<file path="src/rtl/tick_timer64_pkg.sv">
package tick_timer64_pkg;
  typedef enum logic [1:0] {
    MODE_OFF  = 2'b00,
    MODE_ONCE = 2'b01,
    MODE_LOOP = 2'b10,
    MODE_RSVD = 2'b11
  } mode_e;

  localparam logic [7:0] OFS_CNT_LO = 8'h10;
  localparam logic [7:0] OFS_CNT_HI = 8'h14;
  localparam logic [7:0] OFS_PER_LO = 8'h18;
  localparam logic [7:0] OFS_PER_HI = 8'h1C;
  localparam logic [7:0] OFS_CTRL   = 8'h20;
  localparam logic [7:0] OFS_GLOB   = 8'h24;
  localparam logic [7:0] OFS_INTR   = 8'h44;

  localparam logic [1:0] RELEASE_ALL = 2'b11;

  typedef struct packed {
    logic cnt_lo;
    logic cnt_hi;
    logic per_lo;
    logic per_hi;
    logic ctrl;
    logic glob;
    logic intr;
  } wstb_t;
endpackage

</file>
<file path="src/rtl/tick_timer64_dec.sv">
module tick_timer64_dec
  import tick_timer64_pkg::*;
#(
  parameter int unsigned AW = 8
) (
  input  logic [AW-1:0] addr_i,
  input  logic          we_i,
  output wstb_t         stb_o
);
  always_comb begin
    stb_o        = '0;
    stb_o.cnt_lo = we_i && (addr_i == AW'(OFS_CNT_LO));
    stb_o.cnt_hi = we_i && (addr_i == AW'(OFS_CNT_HI));
    stb_o.per_lo = we_i && (addr_i == AW'(OFS_PER_LO));
    stb_o.per_hi = we_i && (addr_i == AW'(OFS_PER_HI));
    stb_o.ctrl   = we_i && (addr_i == AW'(OFS_CTRL));
    stb_o.glob   = we_i && (addr_i == AW'(OFS_GLOB));
    stb_o.intr   = we_i && (addr_i == AW'(OFS_INTR));
  end
endmodule

</file>
<file path="src/rtl/tick_timer64_ctl.sv">
module tick_timer64_ctl
  import tick_timer64_pkg::*;
(
  input  logic       clk_i,
  input  logic       rst_ni,
  input  wstb_t      stb_i,
  input  logic [1:0] mode_wd_i,
  input  logic [1:0] low_wd_i,
  input  logic       hit_i,
  output mode_e      mode_o,
  output logic [1:0] glob_o,
  output logic       irq_en_o,
  output logic       irq_flag_o,
  output logic       run_o,
  output logic       loop_o
);
  always_ff @(posedge clk_i or negedge rst_ni) begin
    if (!rst_ni) begin
      mode_o     <= MODE_OFF;
      glob_o     <= '0;
      irq_en_o   <= 1'b0;
      irq_flag_o <= 1'b0;
    end else begin
      if (stb_i.ctrl)                          mode_o <= mode_e'(mode_wd_i);
      else if (hit_i && mode_o == MODE_ONCE)   mode_o <= MODE_OFF;
      if (stb_i.glob) glob_o <= low_wd_i;
      if (stb_i.intr) irq_en_o <= low_wd_i[0];
      // a new event beats a clear in the same cycle
      if (hit_i)                          irq_flag_o <= 1'b1;
      else if (stb_i.intr && low_wd_i[1]) irq_flag_o <= 1'b0;
    end
  end

  assign run_o  = (mode_o == MODE_ONCE || mode_o == MODE_LOOP) && (glob_o == RELEASE_ALL);
  assign loop_o = (mode_o == MODE_LOOP);

  assert_once_disarm_R7: assert property (@(posedge clk_i) disable iff (!rst_ni)
    hit_i && mode_o == MODE_ONCE && !stb_i.ctrl |=> mode_o == MODE_OFF);
  assert_flag_set_R8: assert property (@(posedge clk_i) disable iff (!rst_ni)
    hit_i |=> irq_flag_o);
  assert_flag_hold_R8: assert property (@(posedge clk_i) disable iff (!rst_ni)
    irq_flag_o && !stb_i.intr |=> irq_flag_o);
endmodule

</file>
<file path="src/rtl/tick_timer64_cnt.sv">
module tick_timer64_cnt
  import tick_timer64_pkg::*;
#(
  parameter int unsigned DW = 32
) (
  input  logic          clk_i,
  input  logic          rst_ni,
  input  wstb_t         stb_i,
  input  logic [DW-1:0] wdata_i,
  input  logic          run_i,
  input  logic          loop_i,
  output logic [2*DW-1:0] cnt_o,
  output logic [2*DW-1:0] per_o,
  output logic          hit_o
);
  localparam int unsigned CW = 2 * DW;

  logic cnt_wr;
  assign cnt_wr = stb_i.cnt_lo | stb_i.cnt_hi;
  assign hit_o  = run_i && (cnt_o == per_o);

  always_ff @(posedge clk_i or negedge rst_ni) begin
    if (!rst_ni) begin
      cnt_o <= '0;
      per_o <= '0;
    end else begin
      if (stb_i.per_lo) per_o[DW-1:0]  <= wdata_i;
      if (stb_i.per_hi) per_o[CW-1:DW] <= wdata_i;
      if (cnt_wr) begin
        if (stb_i.cnt_lo) cnt_o[DW-1:0]  <= wdata_i;
        if (stb_i.cnt_hi) cnt_o[CW-1:DW] <= wdata_i;
      end else if (hit_o) begin
        if (loop_i) cnt_o <= '0;
      end else if (run_i) begin
        cnt_o <= cnt_o + CW'(1);
      end
    end
  end

  assert_step_R3: assert property (@(posedge clk_i) disable iff (!rst_ni)
    run_i && !hit_o && !cnt_wr |=> cnt_o == $past(cnt_o) + CW'(1));
  assert_hold_R4: assert property (@(posedge clk_i) disable iff (!rst_ni)
    !run_i && !cnt_wr |=> $stable(cnt_o));
  assert_wrap_R6: assert property (@(posedge clk_i) disable iff (!rst_ni)
    hit_o && loop_i && !cnt_wr |=> cnt_o == '0);
  assert_freeze_R7: assert property (@(posedge clk_i) disable iff (!rst_ni)
    hit_o && !loop_i && !cnt_wr |=> $stable(cnt_o));
endmodule

</file>
<file path="src/rtl/tick_timer64.sv">
module tick_timer64
  import tick_timer64_pkg::*;
#(
  parameter int unsigned AW = 8,
  parameter int unsigned DW = 32
) (
  input  logic          clk_i,
  input  logic          rst_ni,
  input  logic [AW-1:0] addr_i,
  input  logic          we_i,
  input  logic [DW-1:0] wdata_i,
  output logic [DW-1:0] rdata_o,
  output logic          irq_o
);
  localparam int unsigned CW = 2 * DW;

  wstb_t         stb;
  mode_e         mode;
  logic [1:0]    glob;
  logic          irq_en, irq_flag, run, loop_m, hit;
  logic [CW-1:0] cnt, per;

  tick_timer64_dec #(.AW(AW)) i_dec (
    .addr_i (addr_i),
    .we_i   (we_i),
    .stb_o  (stb)
  );

  tick_timer64_ctl i_ctl (
    .clk_i      (clk_i),
    .rst_ni     (rst_ni),
    .stb_i      (stb),
    .mode_wd_i  (wdata_i[7:6]),
    .low_wd_i   (wdata_i[1:0]),
    .hit_i      (hit),
    .mode_o     (mode),
    .glob_o     (glob),
    .irq_en_o   (irq_en),
    .irq_flag_o (irq_flag),
    .run_o      (run),
    .loop_o     (loop_m)
  );

  tick_timer64_cnt #(.DW(DW)) i_cnt (
    .clk_i   (clk_i),
    .rst_ni  (rst_ni),
    .stb_i   (stb),
    .wdata_i (wdata_i),
    .run_i   (run),
    .loop_i  (loop_m),
    .cnt_o   (cnt),
    .per_o   (per),
    .hit_o   (hit)
  );

  always_comb begin
    rdata_o = '0;
    if      (addr_i == AW'(OFS_CNT_LO)) rdata_o = cnt[DW-1:0];
    else if (addr_i == AW'(OFS_CNT_HI)) rdata_o = cnt[CW-1:DW];
    else if (addr_i == AW'(OFS_PER_LO)) rdata_o = per[DW-1:0];
    else if (addr_i == AW'(OFS_PER_HI)) rdata_o = per[CW-1:DW];
    else if (addr_i == AW'(OFS_CTRL))   rdata_o[7:6] = mode;
    else if (addr_i == AW'(OFS_GLOB))   rdata_o[1:0] = glob;
    else if (addr_i == AW'(OFS_INTR))   rdata_o[1:0] = {irq_flag, irq_en};
  end

  assign irq_o = irq_flag & irq_en;

  assert_irq_masked_R9: assert property (@(posedge clk_i) disable iff (!rst_ni)
    !irq_en && !(stb.intr && wdata_i[0]) |=> !irq_o);
endmodule

</file>
<file path="config.mk">
export PLATFORM = sky130hd
export DESIGN_NAME = tick_timer64
export DESIGN_NICKNAME = d
export VERILOG_FILES = /design/src/rtl/tick_timer64_pkg.sv /design/src/rtl/tick_timer64_dec.sv /design/src/rtl/tick_timer64_ctl.sv /design/src/rtl/tick_timer64_cnt.sv /design/src/rtl/tick_timer64.sv
export SDC_FILE = /design/constraint.sdc
export NUM_CORES = 1
export LEC_CHECK = 0
export BUFFER_PORTS_ARGS = -buffer_cell sky130_fd_sc_hd__buf_2
export CAP_MARGIN = 0
export CORE_ASPECT_RATIO = 1.5
export CORE_MARGIN = 5
export CORE_UTILIZATION = 30
export CTS_CLUSTER_DIAMETER = 60
export DETAILED_ROUTE_END_ITERATION = 6
export PLACE_DENSITY = 0.55
export SYNTH_ARGS = -nofsm -noshare
export SYNTH_HDL_FRONTEND = slang
export SYNTH_SLANG_ARGS = --single-unit
</file>
<file path="constraint.sdc">
create_clock -name clk_i -period 2.4 [get_ports clk_i]
set_clock_uncertainty 0.1 [all_clocks]
set_input_delay 0 -clock clk_i [delete_from_list [all_inputs] [get_ports clk_i]]
set_output_delay 0 -clock clk_i [all_outputs]
set_load 0.02 [all_outputs]
</file>
==> results.tsv <==
metric	value	unit
status	finished, violations left	
violations	negative setup slack	
top_layer	met4	
synth_seq_area_share	0.387	
top_level_ports	76	
worstSetupPathType	flip-flop to flip-flop	
grt-ovfl-total	0	
finalNetCount	1308	
vdd_drop_max	505	uV
clk_pin_slew_worst_paths	0.06	ns
place_area	0.0111	mm^2
finalCriticalPeriod	2.67	ns
cts-root-buf	clkbuf_16	
fin_crit_sh	1.11	
clk_latency	0.45	ns
fp.dieH	218	um
cts_tree	done	
leakagePower	6.23	nW
synth_ff_type	dfrtp_1	
synth_edf_count	0	
cts_made_buffers	17	
dp.cells	1561	
tightestPinTransition	0.562	ns
clock_path_buffers	2	
core_area	0.0286	mm^2
via_count	9170	
die_w	149	um
antenna_found_initial	0	
track_usage	0.234	
slew_violations	0	
drive_above_1_share	0.390	
preCtsSetupSlack	-0.511	ns
routed_wl	37.9	mm
hold_violations	0	
power_density	413	mW/mm^2
netlist.area_leader.share	0.387	
area_delta_synth_final	50.7	%
initial_core_util	0.303	
grt_max_degree	49	
met2WireLength	19.2	mm
rsz0062_at_grt	true	
antenna_left	0	
drt_iter0_markers	830	
wl_per_cell	22.8	um
htreeDepth	4	
crit_path_end_kind	flip-flop	
startpoint_type	flip-flop	
synth_most_common_cell	dfrtp_1	
syn_avg_cell_area	9.12	um^2
synth_area_leaders	dfrtp_1 (39%), mux2_1 (8.2%), xor2_1 (6.1%)	
yosysTopAreaCell	dfrtp_1	
dp_hpwl	26.8	mm
cts.sinks	134	
setup_ws	-0.272	ns
synth.cell_area	0.00867	mm^2
antenna_cells	0	
required	2.63	ns
hold_path.class	input port to flip-flop	
drc	0	
drtPass1Iterations	5	
die-area	0.0325	mm^2
final_cell_area	0.0131	mm^2
gp_congestion	0.953	
ys_ff_latch	134	
port_buffers	75	
rows	76	
setup_violations	64	
yosysWarningCount	0	
slew_headroom	0.626	
ys_async_sr_fraction	1.00	
syn_nets	997	
fin_setup_tns	-14.07	ns
synthCells	951	
path_max_fanout	8	
fin_cells	1664	
grt_pass1_wl	57.0	mm
viasPerCell	5.51	
cap_violations	0	
synth_common_cells	dfrtp_1 (134), o21ai_1 (92), nand2_1 (90)	
worstPathArrival	2.90	ns
grt_pass1_vias	9590	
drt-met1-wl	13.8	mm
synth_cell_types	68	
fmax	0.374	GHz
wl_met3	1.91	mm
whs	0.0105	ns
fillers	2730	
## flip-flops by register name, indices dropped and copies added, names as in the netlist
register          count
i_ctl.irq_en_o        1
i_ctl.irq_flag_o      1
i_cnt.per_o          64
i_ctl.mode_o          2
i_ctl.glob_o          2
i_cnt.cnt_o          64
## cell type report
class / count / area [um^2] / share of cell area
timing repair buffer: 367 / 3100 / 0.237
clock inverter: 5 / 50.0 / 0.00383
tap: 390 / 488 / 0.0373
multi-input combinational: 718 / 5510 / 0.422
sequential: 134 / 3360 / 0.257
clock buffer: 26 / 469 / 0.0359
inverter: 24 / 95.1 / 0.00727
## path summary, 6_finish.rpt
check,from,endpoint,slack (ns),cells after the start
max,i_cnt.cnt_o[23],i_cnt.cnt_o[54],-0.27,11
min,addr_i[5],i_ctl.glob_o[1],0.01,5
max reg2reg,i_cnt.cnt_o[23],i_cnt.cnt_o[54],-0.27,11
min reg2reg,i_ctl.glob_o[1],i_ctl.glob_o[1],0.43,2
max in group asynchronous,rst_ni,i_cnt.cnt_o[5],0.70,4
min in group asynchronous,rst_ni,i_cnt.per_o[10],0.52,3
## layer usage
metal	track usage	vias up
li1	-	4111
met5	0	-
met1	0.252	4525
met2	0.418	384
met3	0.0442	150
met4	0.144	0
## metrics by stage
stage	power, mW	utilization
after floorplan	2.57	-
after global placement	2.89	0.387
after detailed placement	2.89	0.387
after CTS	5.43	0.441
after global routing	5.56	0.457
final	5.39	0.457
## cell usage in the layout, fill, tap and decap left out, types with 39 or more instances in the layout
| cell | synthesis | routed |
|---|---|---|
| nand2_1 | 90 | 87 |
| buf_4 | 6 | 215 |
| nor2_1 | 61 | 59 |
| dlygate4sd3_1 | 0 | 39 |
| buf_2 | 34 | 74 |
| o21ai_1 | 92 | 60 |
| o21ai_2 | 1 | 40 |
| xor2_1 | 60 | 44 |
| mux2_1 | 63 | 62 |
| dfrtp_1 | 134 | 130 |
## repair_timing
action	4_1_cts	5_1_grt
endpoints found under the hold margin	267	0
pin swaps	27	40
cloned	7	3
resized for setup	72	75
buffers inserted	13	16
setup endpoints to repair	66	67
hold buffers	39	0
## report_power, final
part	switching, mW	leakage, nW	internal, mW	total [mW]
Combinational	0.285	4.16	0.278	0.564
Sequential	0.0614	1.81	2.32	2.38
Clock	1.01	0.256	1.44	2.45
Total	1.36	6.23	4.04	5.39
## logic make-up (layout without fill, tap and decap cells)
family	after synthesis	after routing	synth area share
simple gates	288	288	0.176
compound gates	279	280	0.210
flops	134	134	0.387
buf+inv	100	422	0.0508
mux	83	83	0.107
xor+xnor	64	64	0.0646
fa+ha+maj	3	3	0.00433
## worst max-delay path: stages, from the launching register on
cell	delay, ns
dfrtp_1	0.39
buf_6	0.14
xor2_2	0.15
nor4_2	0.31
nand3_1	0.20
nor3_2	0.23
buf_4	0.15
a21oi_4	0.07
o21ai_4	0.37
buf_4	0.26
a21o_1	0.11
nand3_2	0.06
(Power assumes the default switching activity.)
